[src/rtl/insn_chk_pkg.sv]
package insn_chk_pkg;

    typedef enum logic [3:0] {
        CLS_NONE    = 4'd0,
        CLS_LOAD    = 4'd1,
        CLS_STORE   = 4'd2,
        CLS_OP      = 4'd3,
        CLS_OPIMM   = 4'd4,
        CLS_OP32    = 4'd5,
        CLS_OPIMM32 = 4'd6,
        CLS_SYSTEM  = 4'd7,
        CLS_MISCMEM = 4'd8,
        CLS_AUIPC   = 4'd9,
        CLS_LUI     = 4'd10,
        CLS_JAL     = 4'd11,
        CLS_JALR    = 4'd12
    } insn_cls_e;

    localparam logic [6:0] OPC_LOAD    = 7'b0000011;
    localparam logic [6:0] OPC_STORE   = 7'b0100011;
    localparam logic [6:0] OPC_OP      = 7'b0110011;
    localparam logic [6:0] OPC_OPIMM   = 7'b0010011;
    localparam logic [6:0] OPC_OP32    = 7'b0111011;
    localparam logic [6:0] OPC_OPIMM32 = 7'b0011011;
    localparam logic [6:0] OPC_SYSTEM  = 7'b1110011;
    localparam logic [6:0] OPC_MISCMEM = 7'b0001111;
    localparam logic [6:0] OPC_AUIPC   = 7'b0010111;
    localparam logic [6:0] OPC_LUI     = 7'b0110111;
    localparam logic [6:0] OPC_JAL     = 7'b1101111;
    localparam logic [6:0] OPC_JALR    = 7'b1100111;

    typedef struct packed {
        insn_cls_e cls;
        logic      illegal;
    } chk_res_t;

endpackage

[src/rtl/insn_class_decode.sv]
module insn_class_decode
    import insn_chk_pkg::*;
#(
    parameter bit IS64 = 1'b1
) (
    input  logic [6:0] opcode_i,
    output insn_cls_e  cls_o
);

    always_comb begin
        unique case (opcode_i)
            OPC_LOAD:    cls_o = CLS_LOAD;
            OPC_STORE:   cls_o = CLS_STORE;
            OPC_OP:      cls_o = CLS_OP;
            OPC_OPIMM:   cls_o = CLS_OPIMM;
            OPC_OP32:    cls_o = IS64 ? CLS_OP32 : CLS_NONE;
            OPC_OPIMM32: cls_o = IS64 ? CLS_OPIMM32 : CLS_NONE;
            OPC_SYSTEM:  cls_o = CLS_SYSTEM;
            OPC_MISCMEM: cls_o = CLS_MISCMEM;
            OPC_AUIPC:   cls_o = CLS_AUIPC;
            OPC_LUI:     cls_o = CLS_LUI;
            OPC_JAL:     cls_o = CLS_JAL;
            OPC_JALR:    cls_o = CLS_JALR;
            default:     cls_o = CLS_NONE;
        endcase
    end

endmodule

[src/rtl/insn_class_rules.sv]
module insn_class_rules
    import insn_chk_pkg::*;
#(
    parameter bit IS64 = 1'b1
) (
    input  logic [31:7] fields_i,
    input  insn_cls_e   cls_i,
    output logic        legal_o
);

    logic [6:0] f7;
    logic [4:0] rs2;
    logic [4:0] rs1;
    logic [2:0] f3;
    logic [4:0] rd;
    logic [11:0] sys_imm;
    logic        f7_zero;
    logic        f7_alt;
    logic        sys_word_ok;
    logic        opimm_shl_ok;
    logic        opimm_shr_ok;

    assign f7      = fields_i[31:25];
    assign rs2     = fields_i[24:20];
    assign rs1     = fields_i[19:15];
    assign f3      = fields_i[14:12];
    assign rd      = fields_i[11:7];
    assign sys_imm = {f7, rs2};
    assign f7_zero = (f7 == 7'b0000000);
    assign f7_alt  = (f7 == 7'b0100000);

    // environment call, breakpoint, supervisor/machine trap return, wait
    always_comb begin
        sys_word_ok = (rd == 5'd0) && (rs1 == 5'd0) &&
                      ((sys_imm == 12'h000) || (sys_imm == 12'h001) ||
                       (sys_imm == 12'h102) || (sys_imm == 12'h302) ||
                       (sys_imm == 12'h105));
    end

    // shift-immediate width depends on the machine width
    generate
        if (IS64) begin : g_shamt6
            assign opimm_shl_ok = (f7[6:1] == 6'b000000);
            assign opimm_shr_ok = (f7[6:1] == 6'b000000) ||
                                  (f7[6:1] == 6'b010000);
        end else begin : g_shamt5
            assign opimm_shl_ok = f7_zero;
            assign opimm_shr_ok = f7_zero || f7_alt;
        end
    endgenerate

    always_comb begin
        legal_o = 1'b0;
        unique case (cls_i)
            CLS_LOAD:    legal_o = (f3 != 3'b111);
            CLS_STORE:   legal_o = (f3[2] == 1'b0);
            CLS_OP:      legal_o = f7_zero ||
                                   (f7_alt && ((f3 == 3'b000) || (f3 == 3'b101)));
            CLS_OPIMM: begin
                if (f3 == 3'b001)      legal_o = opimm_shl_ok;
                else if (f3 == 3'b101) legal_o = opimm_shr_ok;
                else                   legal_o = 1'b1;
            end
            CLS_OPIMM32: begin
                unique case (f3)
                    3'b000:  legal_o = 1'b1;
                    3'b001:  legal_o = f7_zero;
                    3'b101:  legal_o = f7_zero || f7_alt;
                    default: legal_o = 1'b0;
                endcase
            end
            CLS_OP32: begin
                unique case (f3)
                    3'b000, 3'b101: legal_o = f7_zero || f7_alt;
                    3'b001:         legal_o = f7_zero;
                    default:        legal_o = 1'b0;
                endcase
            end
            CLS_SYSTEM: begin
                if (f3 == 3'b000)      legal_o = sys_word_ok;
                else if (f3 == 3'b100) legal_o = 1'b0;
                else                   legal_o = 1'b1;
            end
            CLS_MISCMEM: legal_o = (f3[2:1] == 2'b00);
            CLS_AUIPC,
            CLS_LUI,
            CLS_JAL:     legal_o = 1'b1;
            CLS_JALR:    legal_o = (f3 == 3'b000);
            default:     legal_o = 1'b0;
        endcase
    end

endmodule

[src/rtl/insn_legality_check.sv]
module insn_legality_check
    import insn_chk_pkg::*;
#(
    parameter int XLEN    = 64,
    parameter bit OUT_REG = 1'b1
) (
    input  logic        clk_i,
    input  logic        rst_ni,
    input  logic [31:0] insn_i,
    output logic [3:0]  class_o,
    output logic        illegal_o
);

    localparam bit IS64 = (XLEN == 64);

    insn_cls_e cls;
    logic      legal;
    chk_res_t  res_d;
    chk_res_t  res_q;

    insn_class_decode #(
        .IS64 (IS64)
    ) i_decode (
        .opcode_i (insn_i[6:0]),
        .cls_o    (cls)
    );

    insn_class_rules #(
        .IS64 (IS64)
    ) i_rules (
        .fields_i (insn_i[31:7]),
        .cls_i    (cls),
        .legal_o  (legal)
    );

    always_comb begin
        res_d.cls     = cls;
        res_d.illegal = (cls == CLS_NONE) || !legal;
    end

    generate
        if (OUT_REG) begin : g_reg
            always_ff @(posedge clk_i or negedge rst_ni) begin
                if (!rst_ni) begin
                    res_q <= '{cls: CLS_NONE, illegal: 1'b0};
                end else begin
                    res_q <= res_d;
                end
            end
        end else begin : g_comb
            assign res_q = res_d;
        end
    endgenerate

    assign class_o   = res_q.cls;
    assign illegal_o = res_q.illegal;

endmodule

[config.mk]
export PLATFORM = sky130hd
export DESIGN_NAME = insn_legality_check
export DESIGN_NICKNAME = d
export VERILOG_FILES = /design/src/rtl/insn_chk_pkg.sv /design/src/rtl/insn_class_decode.sv /design/src/rtl/insn_class_rules.sv /design/src/rtl/insn_legality_check.sv
export SDC_FILE = /design/constraint.sdc
export NUM_CORES = 1
export LEC_CHECK = 0
export BUFFER_PORTS_ARGS = -buffer_cell sky130_fd_sc_hd__buf_2
export CORE_MARGIN = 2
export CORE_UTILIZATION = 45
export CTS_CLUSTER_DIAMETER = 150
export DETAILED_ROUTE_END_ITERATION = 6
export PLACE_DENSITY = 0.83
export SETUP_SLACK_MARGIN = 0.3
export SLEW_MARGIN = 40
export SYNTH_ARGS = -nofsm -noshare
export SYNTH_HDL_FRONTEND = slang
export SYNTH_SLANG_ARGS = --single-unit
[constraint.sdc]
create_clock -name clk_i -period 0.88 [get_ports clk_i]
set_input_delay 0.22 -clock clk_i [delete_from_list [all_inputs] [get_ports clk_i]]
set_output_delay 0.22 -clock clk_i [all_outputs]
set_load 0.05 [all_outputs]
==> out/metrics.sh, run 1 <==
SYNTH-WARNING-COUNT=0
SYNTHCELLS=85
IO-PIN-COUNT=39
DPL.CELL_COUNT=159
GRT_WORST_SETUP_ENDPOINT='illegal_o$_DFF_PN0_/D'
DIE_H_UM=41.58
SYNTH_SEQ_AREA_SHARE_PCT=19.69
DP_HPWL_UM=1760
SYNTH.FF_LATCH_COUNT=5
BUFFER_PORTS.INSERTED=38
WORST-ENDPOINT-PIN-KIND='sequential cell input'
DIE_WIDTH_UM=41.58
POSTPLACECELLAREA_SQ_UM=1036
POST_SYNTHESIS_CELL_AREA_SQ_UM=635.6
NETLIST.AREA_LEADER.SHARE_PCT=19.69
STARTING_DENSITY_OF_THE_CORE_PCT=48.24
CLOCK_ROOT_BUFFER='clkbuf_4'
MAXIMUM_NUMBER_OF_PINS_ON_ONE_NET_BEFORE_GLOBAL_ROUTE_REPAIR=11
NETLIST.TOP_CELL.BY_AREA='dfrtp_1'
GRT_OVERFLOW_TOTAL=27
SYNTHESIS.NETS=119
CLOCKBUFFERDEPTH=2
ROWS=13
TRITONCTS.NUM_BUFFERS=3
SYNTH.AREA.TOP_CELLS='dfrtp_1 20%, nand2b_1 6.9%, nor4_1 6.9%'
RESULT_OF_THE_RUN='aborted with a tool error'
NETLIST-CELL-TYPE-COUNT=39
POST_SYNTH.CELL_AREA_AVG_SQ_UM=7.478
GRT_UTIL_ALL_LAYERS_PCT=72.07
FIRST-ERROR='[ERROR GRT-0232] Routing congestion too high. Check the congestion heatmap in the GUI.'
H-TREE-DEPTH=1
CLKSINKCOUNT=5
PLACE_CONGESTION=0.9078
STOP_STAGE='global routing'
-- routing by layer --
metal | GRT overflow | track usage [%]
met5 | 0 | 0
met4 | 8 | 80.65
met3 | 0 | 45.65
met2 | 19 | 90.63
met1 | 0 | 74.67
-- synthesized netlist by cell type --
cell type / instances
a2111oi_0: 2
nand2_1: 6
and3b_1: 1
o21ai_0: 5
xnor2_1: 1
and4_1: 1
a32o_2: 1
nor3_1: 2
o311a_1: 1
a21oi_1: 3
inv_1: 1
o22ai_1: 1
nand3b_1: 1
nor3b_1: 1
nand4_1: 1
clkbuf_1: 3
or2_2: 1
a311o_1: 1
a311oi_1: 1
nand2b_4: 1
a2bb2oi_1: 2
mux2i_1: 2
nor4bb_1: 1
buf_4: 1
nor4_1: 7
xor2_1: 2
and3_1: 1
o22a_1: 1
nor2b_1: 2
dfrtp_1: 5
nand3_1: 5
and2b_1: 1
or3_1: 1
a21oi_2: 1
buf_6: 1
a211oi_1: 1
nand2b_1: 7
o211ai_1: 1
nor2_1: 8
-- metrics by stage --
stage	worst slack, ps	hold WS, ps	utilization, %
after CTS	-619.6	327.0	94.11
after floorplan	-784.5	-75.59	-
after detailed placement	-872.5	37.66	78.63
after global placement	-805.5	31.47	78.63
-- logic make-up after synthesis --
| family | Yosys count | synth area share (%) |
|---|---|---|
| xor+xnor | 3 | 4.135 |
| mux | 2 | 3.150 |
| buf+inv | 6 | 5.315 |
| compound gates | 21 | 24.21 |
| flops | 5 | 19.69 |
| simple gates | 48 | 43.51 |
-- timing repair --
| item | 4_1_cts |
|---|---|
| endpoints found under the setup margin | 10 |
| hold buffers | 1 |
| endpoints found under the hold margin | 5 |
| resized for setup | 30 |
| setup buffers | 5 |
| pin swaps | 5 |
==> run 2: changes to the inputs <==
--- a/config.mk
+++ b/config.mk
@@ -6,12 +6,10 @@
 export NUM_CORES = 1
 export LEC_CHECK = 0
 export BUFFER_PORTS_ARGS = -buffer_cell sky130_fd_sc_hd__buf_2
-export CORE_MARGIN = 2
-export CORE_UTILIZATION = 45
-export CTS_CLUSTER_DIAMETER = 150
+export CORE_AREA = 2 2 63 65
 export DETAILED_ROUTE_END_ITERATION = 6
-export PLACE_DENSITY = 0.83
-export SETUP_SLACK_MARGIN = 0.3
+export DIE_AREA = 0 0 65 67
+export PLACE_DENSITY_LB_ADDON = 0.15
 export SLEW_MARGIN = 40
 export SYNTH_ARGS = -nofsm -noshare
 export SYNTH_HDL_FRONTEND = slang
==> run 2 against run 1 <==
Net effect:
- the flow now finishes, with violations (negative setup slack)
- area after synthesis unchanged
- synthesized cell count unchanged
==> out/metrics.sh, run 2 <==
RESULT_OF_THE_RUN='finished with violations'
VIOLATIONS_IN_THE_FINAL_REPORTS='negative setup slack'
PATH_CLASS='in -> reg'
FINAL.MIN_CLOCK_PERIOD_PS=1476
FIN_CRIT_SH_PCT=167.7
NUMBER_OF_GLOBAL_ROUTE_VIAS_BEFORE_REPAIR=764
POST_ROUTE_TOTAL_POWER_mW=1.176
GRT_UTIL_ALL_LAYERS_PCT=9.123
LARGEST_REGISTER_FF_COUNT=4
CP_DATA_REQUIRED_TIME_PS=1020
FINISH.INSTANCE_AREA_SQ_UM=1336
SYNTH.FF_LATCH_COUNT=5
POST_SYNTH.CELL_AREA_AVG_SQ_UM=7.478
PATH_MAX_FANOUT=2
ANTENNADIODECOUNT=0
ANTENNA_VIOL_NETS_FINAL=0
YS_TOP_CELLS_BY_COUNT='8 x nor2_1, 7 x nand2b_1, 7 x nor4_1'
SYNTH.AREA.TOP_CELLS='dfrtp_1 20%, nand2b_1 6.9%, nor4_1 6.9%'
POWER_FRAC_COMB_PCT=44.1
TIMING.SETUP.TNS_PS=-2055
MAXIMUM_NUMBER_OF_PINS_ON_ONE_NET_BEFORE_GLOBAL_ROUTE_REPAIR=10
NUM-NETS-FINAL=191
GRT_OVERFLOW_TOTAL=0
TRITONCTS_CLOCK_TREE='done'
SYNTHESIS.NETS=119
POSTPLACECELLAREA_SQ_UM=1087
NETLIST-CELL-TYPE-COUNT=39
LAYOUT_COMMONEST_CELL='buf_2'
STARTPOINT_TYPE='input port'
IO-PIN-COUNT=39
VIAS=889
PLACE_CONGESTION=0.8933
CP.ARRIVAL_PS=1620
SETUP_VIOL_COUNT_FINAL=10
GRTUSAGEMET1_PCT=11.41
POWER.DENSITY_nW_PER_UM2=880.0
SYNTH-WARNING-COUNT=0
DP_HPWL_UM=1786
BUFFER_PORTS.INSERTED=38
NETSWITCHINGPOWER_mW=0.3481
AREA_GROWTH_SYN_TO_LAYOUT_PCT=110.2
YOSYS_MOST_USED_DFF='dfrtp_1'
TIMING_MAX_TRANSITION_VIOLATIONS_FINAL=0
FIRST_PASS_ITERS=4
ROWS=22
LEAKAGEPOWER_nW=0.6083
NETLIST.TOP_CELL.BY_AREA='dfrtp_1'
CTS.CLK_SLEW.WORST_PATHS_PS=30
SYNTHMOSTINSTANTIATEDCELL='nor2_1'
INTERNAL_POWER_mW=0.8279
SHARE_CLK_OF_TOTAL_POWER_PCT=35.1
COMMONEST_CELLS_AFTER_ROUTING_FILL_AND_TAPS_ASIDE='30 x buf_2, 29 x buf_4, 12 x buf_6, 6 x nand2_1, 6 x nand2b_1'
TRITONCTS.NUM_BUFFERS=3
GRT_USE_MET2_PCT=15.72
WORST_HOLD_SLACK_PS=339.7
WORST-SLEW-PIN-TRANSITION_PS=324.5
WORSTSETUPENDPOINTTYPE='flip-flop'
DIE_WIDTH_UM=65
ANTENNA_FOUND_INITIAL=0
ROUTED_WIRE_LENGTH_PER_INSTANCE_UM=10.81
FINAL_LAYOUT_SIZE_SUFFIX_GT1_SHARE_PCT=62.18
H-TREE-DEPTH=1
POSTSYNTH.ASYNCRESETSHARE_PCT=100.0
FINALWIRELENGTH_UM=2206
SYNTH_EDF_COUNT=0
POWER.SHARE.SWITCHING_PCT=29.60
PER_CELL_VIA_COUNT_IN_THE_ROUTED_DESIGN=4.358
DESIGN.CORE.AREA_SQ_UM=3606
DETAILEDROUTE.FIRSTITERATIONVIOLATIONS=28
CLOCK.FMAX_GHz=0.6776
POWER_FRAC_SEQ_PCT=20.8
RSZ0062_AT_GRT='yes'
POST_SYNTHESIS_CELL_AREA_SQ_UM=635.6
FIN_WS_PS=-595.7
NETLIST.AREA_LEADER.SHARE_PCT=19.69
DRC_ERRORS=0
SYNTHCELLS=85
CLKSINKCOUNT=5
MAXCAPVIOLCOUNT=0
GRT_FIRST_PASS_WIRELENGTH_UM=3160
WORSTHOLDPATHTYPE='in -> async'
GRT-BUSIEST-LAYER='met2'
VDD.IR_DROP.WORST_mV=0.2724
DIE_AREA_SQ_UM=4355
STARTING_DENSITY_OF_THE_CORE_PCT=17.63
DIE_H_UM=67
GRTUSAGEMET3_PCT=1.014
TIMING.SLEW.HEADROOM_PCT=78.07
FINAL_HOLD_VIOL_COUNT=0
SYNTH_SEQ_AREA_SHARE_PCT=19.69
CLOCK_ROOT_BUFFER='clkbuf_8'
CLOCKBUFFERDEPTH=2
-- run 2: repair_timing --
item | in CTS | in global routing
endpoints found under the hold margin | 5 | 0
setup buffers | 3 | 5
setup endpoints to repair | 10 | 10
pin swaps | 4 | 10
hold buffers | 1 | 0
gates resized for setup | 23 | 23
-- run 2: logic make-up (layout without fill, tap and decap cells) --
group	count (synthesis)	count (layout)	synth area share [%]
and+or+nand+nor	48	48	43.51
AOI/OAI and AO/OA	21	21	24.21
buffers and inverters	6	77	5.315
DFF	5	5	19.69
xor gates and xnor gates	3	3	4.135
muxes	2	2	3.150
-- run 2: final cells by class --
cell class / count / area (sq um)
multi-input combinational: 74 / 589.3
inverter: 1 / 3.754
clock buffer: 4 / 45.04
fill: 375 / 2270
tap: 48 / 60.06
sequential: 5 / 125.1
timing repair buffer: 72 / 513.0
-- run 2: routing by layer --
layer / share of wire (%) / wire length (um)
met2: 57 / 1248
met1: 41 / 912
met4: 0 / 0
met3: 2.0 / 45
met5: 0 / 0
-- run 2: stage by stage --
stage / cells / worst slack, ps / utilization (%)
after detailed placement: 194 / -855.4 / 30.15
after global routing: 204 / -653.8 / 37.06
after global placement: 194 / -828.9 / 30.15
after CTS: 202 / -609.9 / 34.63
final: 204 / -595.7 / 37.06
after floorplan: 85 / -784.5 / -
-- run 2: worst max-delay path: stages --
cell and delay, ps:
buf_6 90, nand2b_4 130, or3_1 300, a32o_2 260
o22a_1 200, a311o_1 280, a21oi_2 130
-- run 2: worst paths after layout --
path,startpoint,end,depth (start not counted)
worst min-delay path,rst_ni,class_o[2],2
min in group clk_i,insn_i[4],class_o[3],4
worst max-delay path,insn_i[6],illegal_o,7
max in group asynchronous,rst_ni,class_o[3],2
-- run 2: power by group through the flow --
stage	registers (mW)	logic, mW	clock network (mW)
after floorplan	0.280	0.193	0
after global placement	0.245	0.412	0
after detailed placement	0.245	0.415	0
after CTS	0.245	0.476	0.428
after global routing	0.245	0.562	0.450
final	0.245	0.518	0.413
Power figures use the tool's default switching activity.
==> run 3: changes to the inputs <==
--- a/config.mk
+++ b/config.mk
@@ -6,11 +6,13 @@
 export NUM_CORES = 1
 export LEC_CHECK = 0
 export BUFFER_PORTS_ARGS = -buffer_cell sky130_fd_sc_hd__buf_2
-export CORE_AREA = 2 2 63 65
+export CORE_AREA = 4 4 65 67
 export DETAILED_ROUTE_END_ITERATION = 6
-export DIE_AREA = 0 0 65 67
+export DIE_AREA = 0 0 69 71
 export PLACE_DENSITY_LB_ADDON = 0.15
+export SETUP_SLACK_MARGIN = 0.5
 export SLEW_MARGIN = 40
 export SYNTH_ARGS = -nofsm -noshare
 export SYNTH_HDL_FRONTEND = slang
 export SYNTH_SLANG_ARGS = --single-unit
+export TNS_END_PERCENT = 30
==> run 3 against run 2 <==
Net effect:
- sequential cell count unchanged
- the run ends with negative hold slack, negative setup slack left
- clock power about the same
- critical endpoint unchanged
- via count decreased by 2.6%
- final area shrank 7.9%
- worst setup slack gained 4.9 ps
- non-clock buffer count down 6
- first-iteration DRC count shrank 71%
- largest power group unchanged
==> out/metrics.sh, run 3 (synthesis results as in run 2) <==
DETAILEDROUTE.FIRSTITERATIONVIOLATIONS=8
NUM-NETS-FINAL=185
FINALWIRELENGTH_UM=2134
POST_ROUTE_TOTAL_POWER_mW=1.115
PATH_CLASS='in -> reg'
PLACE_WORST_SETUP_SLACK_PS=-845.2
FIN_WS_PS=-590.8
MAXIMUM_NUMBER_OF_PINS_ON_ONE_NET_BEFORE_GLOBAL_ROUTE_REPAIR=8
NUMBER_OF_GLOBAL_ROUTE_VIAS_BEFORE_REPAIR=843
VIAS=866
WORSTHOLDPATHTYPE='in -> async'
DIE_WIDTH_UM=69
FINAL_HOLD_VIOL_COUNT=5
GRT_OVERFLOW_TOTAL=0
CTS.CLK_SLEW.WORST_PATHS_PS=30
CLKSINKCOUNT=5
DRC_ERRORS=0
MULTI_INPUT_COMB_AREA_SQ_UM=526.8
WORST-SLEW-PIN-TRANSITION_PS=373.2
ANTENNA_VIOL_NETS_FINAL=0
MAXCAPVIOLCOUNT=0
RESULT_OF_THE_RUN='finished with violations'
DIE_H_UM=71
BUFFER_PORTS.INSERTED=38
STARTPOINT_TYPE='input port'
TIMING_MAX_TRANSITION_VIOLATIONS_FINAL=0
FIN_CRIT_SH_PCT=167.1
TRITONCTS_CLOCK_TREE='done'
ANTENNA_FOUND_INITIAL=0
CP_DATA_REQUIRED_TIME_PS=1030
VDD.IR_DROP.WORST_mV=0.2229
SETUP_VIOL_COUNT_FINAL=10
LAYOUT.CORE_UTILIZATION_PCT=33.88
ROUTED_WIRE_LENGTH_PER_INSTANCE_UM=10.78
CLOCKBUFFERDEPTH=2
TIMING.SLEW.HEADROOM_PCT=74.48
TRITONCTS.NUM_BUFFERS=3
COMMONEST_CELLS_AFTER_ROUTING_FILL_AND_TAPS_ASIDE='31 x buf_2, 22 x buf_4, 12 x buf_6, 7 x nand2b_1, 6 x nand2_1'
GRT_FIRST_PASS_WIRELENGTH_UM=3512
DIE_AREA_SQ_UM=4899
CP.ARRIVAL_PS=1620
GRT_UTIL_ALL_LAYERS_PCT=8.365
DESIGN.CORE.AREA_SQ_UM=3633
AREA.SEQUENTIAL_SQ_UM=125.1
ANTENNADIODECOUNT=0
LAYOUT_COMMONEST_CELL='buf_2'
AREA_GROWTH_SYN_TO_LAYOUT_PCT=93.70
PER_CELL_VIA_COUNT_IN_THE_ROUTED_DESIGN=4.374
RSZ0062_AT_GRT='yes'
VIOLATIONS_IN_THE_FINAL_REPORTS='negative hold slack, negative setup slack'
IO-PIN-COUNT=39
POWER.DENSITY_nW_PER_UM2=905.9
LARGEST_REGISTER_FF_COUNT=4
CLOCK.FMAX_GHz=0.6799
PLACE_CONGESTION=0.7614
CLOCK_ROOT_BUFFER='clkbuf_8'
FINAL.MIN_CLOCK_PERIOD_PS=1471
FIRST_PASS_ITERS=4
LEAKAGEPOWER_nW=0.5677
H-TREE-DEPTH=1
TIMING.SETUP.TNS_PS=-2070
WORSTSETUPENDPOINTTYPE='flip-flop'
PATH_MAX_FANOUT=3
ROWS=22
FINAL_LAYOUT_SIZE_SUFFIX_GT1_SHARE_PCT=54.00
WORST_HOLD_SLACK_PS=-192.4
DP_HPWL_UM=1837
FILLER_CELL_COUNT=404
STARTING_DENSITY_OF_THE_CORE_PCT=17.49
## run 3: path summary, 6_finish.rpt
check / slack [ps] / cells after the start / end / startpoint
worst max-delay path: -590 / 7 / illegal_o / insn_i[6]
worst min-delay path: -190 / 1 / class_o[1] / rst_ni
max in group asynchronous: 950 / 1 / class_o[2] / rst_ni
min in group clk_i: 420 / 4 / class_o[3] / insn_i[4]
## run 3: power by group
| part | internal (mW) | switching [mW] |
|---|---|---|
| Sequential | 0.241 | 0.00393 |
| Combinational | 0.245 | 0.214 |
| Clock | 0.310 | 0.102 |
## run 3: metal layers
metal / vias up / global-route usage (%) / share of wire [%]
met3: 0 / 0.8523 / 2.9
li1: 455 / - / -
met5: - / 0 / 0
met1: 398 / 9.688 / 41
met2: 13 / 15.68 / 56
met4: 0 / 3.254 / 0
## run 3: layout make-up
cell class,count,area share (%)
clock buffer,4,3.659
multi-input combinational,74,42.78
inverter,1,0.3049
tap,48,4.878
timing repair buffer,66,38.21
sequential,5,10.16
## run 3: critical path, cell delays in order
cell,delay [ps]
buf_6,90
nand2b_4,120
or3_1,310
a32o_2,260
o22a_1,200
a311o_1,280
a21oi_2,110
## run 3: metrics by stage
stage	instance area (sq um)	std cells	hold WS [ps]
CTS	1199	197	-195.3
global route	1231	198	-181.3
global placement	1044	191	34.62
detailed placement	1044	191	34.83
finish	1231	198	-192.4
floorplan	639.4	85	-75.59
## run 3: what timing repair did
item	in CTS	in global routing
cloned	0	0
pin swaps	4	1
resized for setup	27	4
setup buffers	2	1
endpoints found under the setup margin	10	10
hold endpoints to repair	5	5
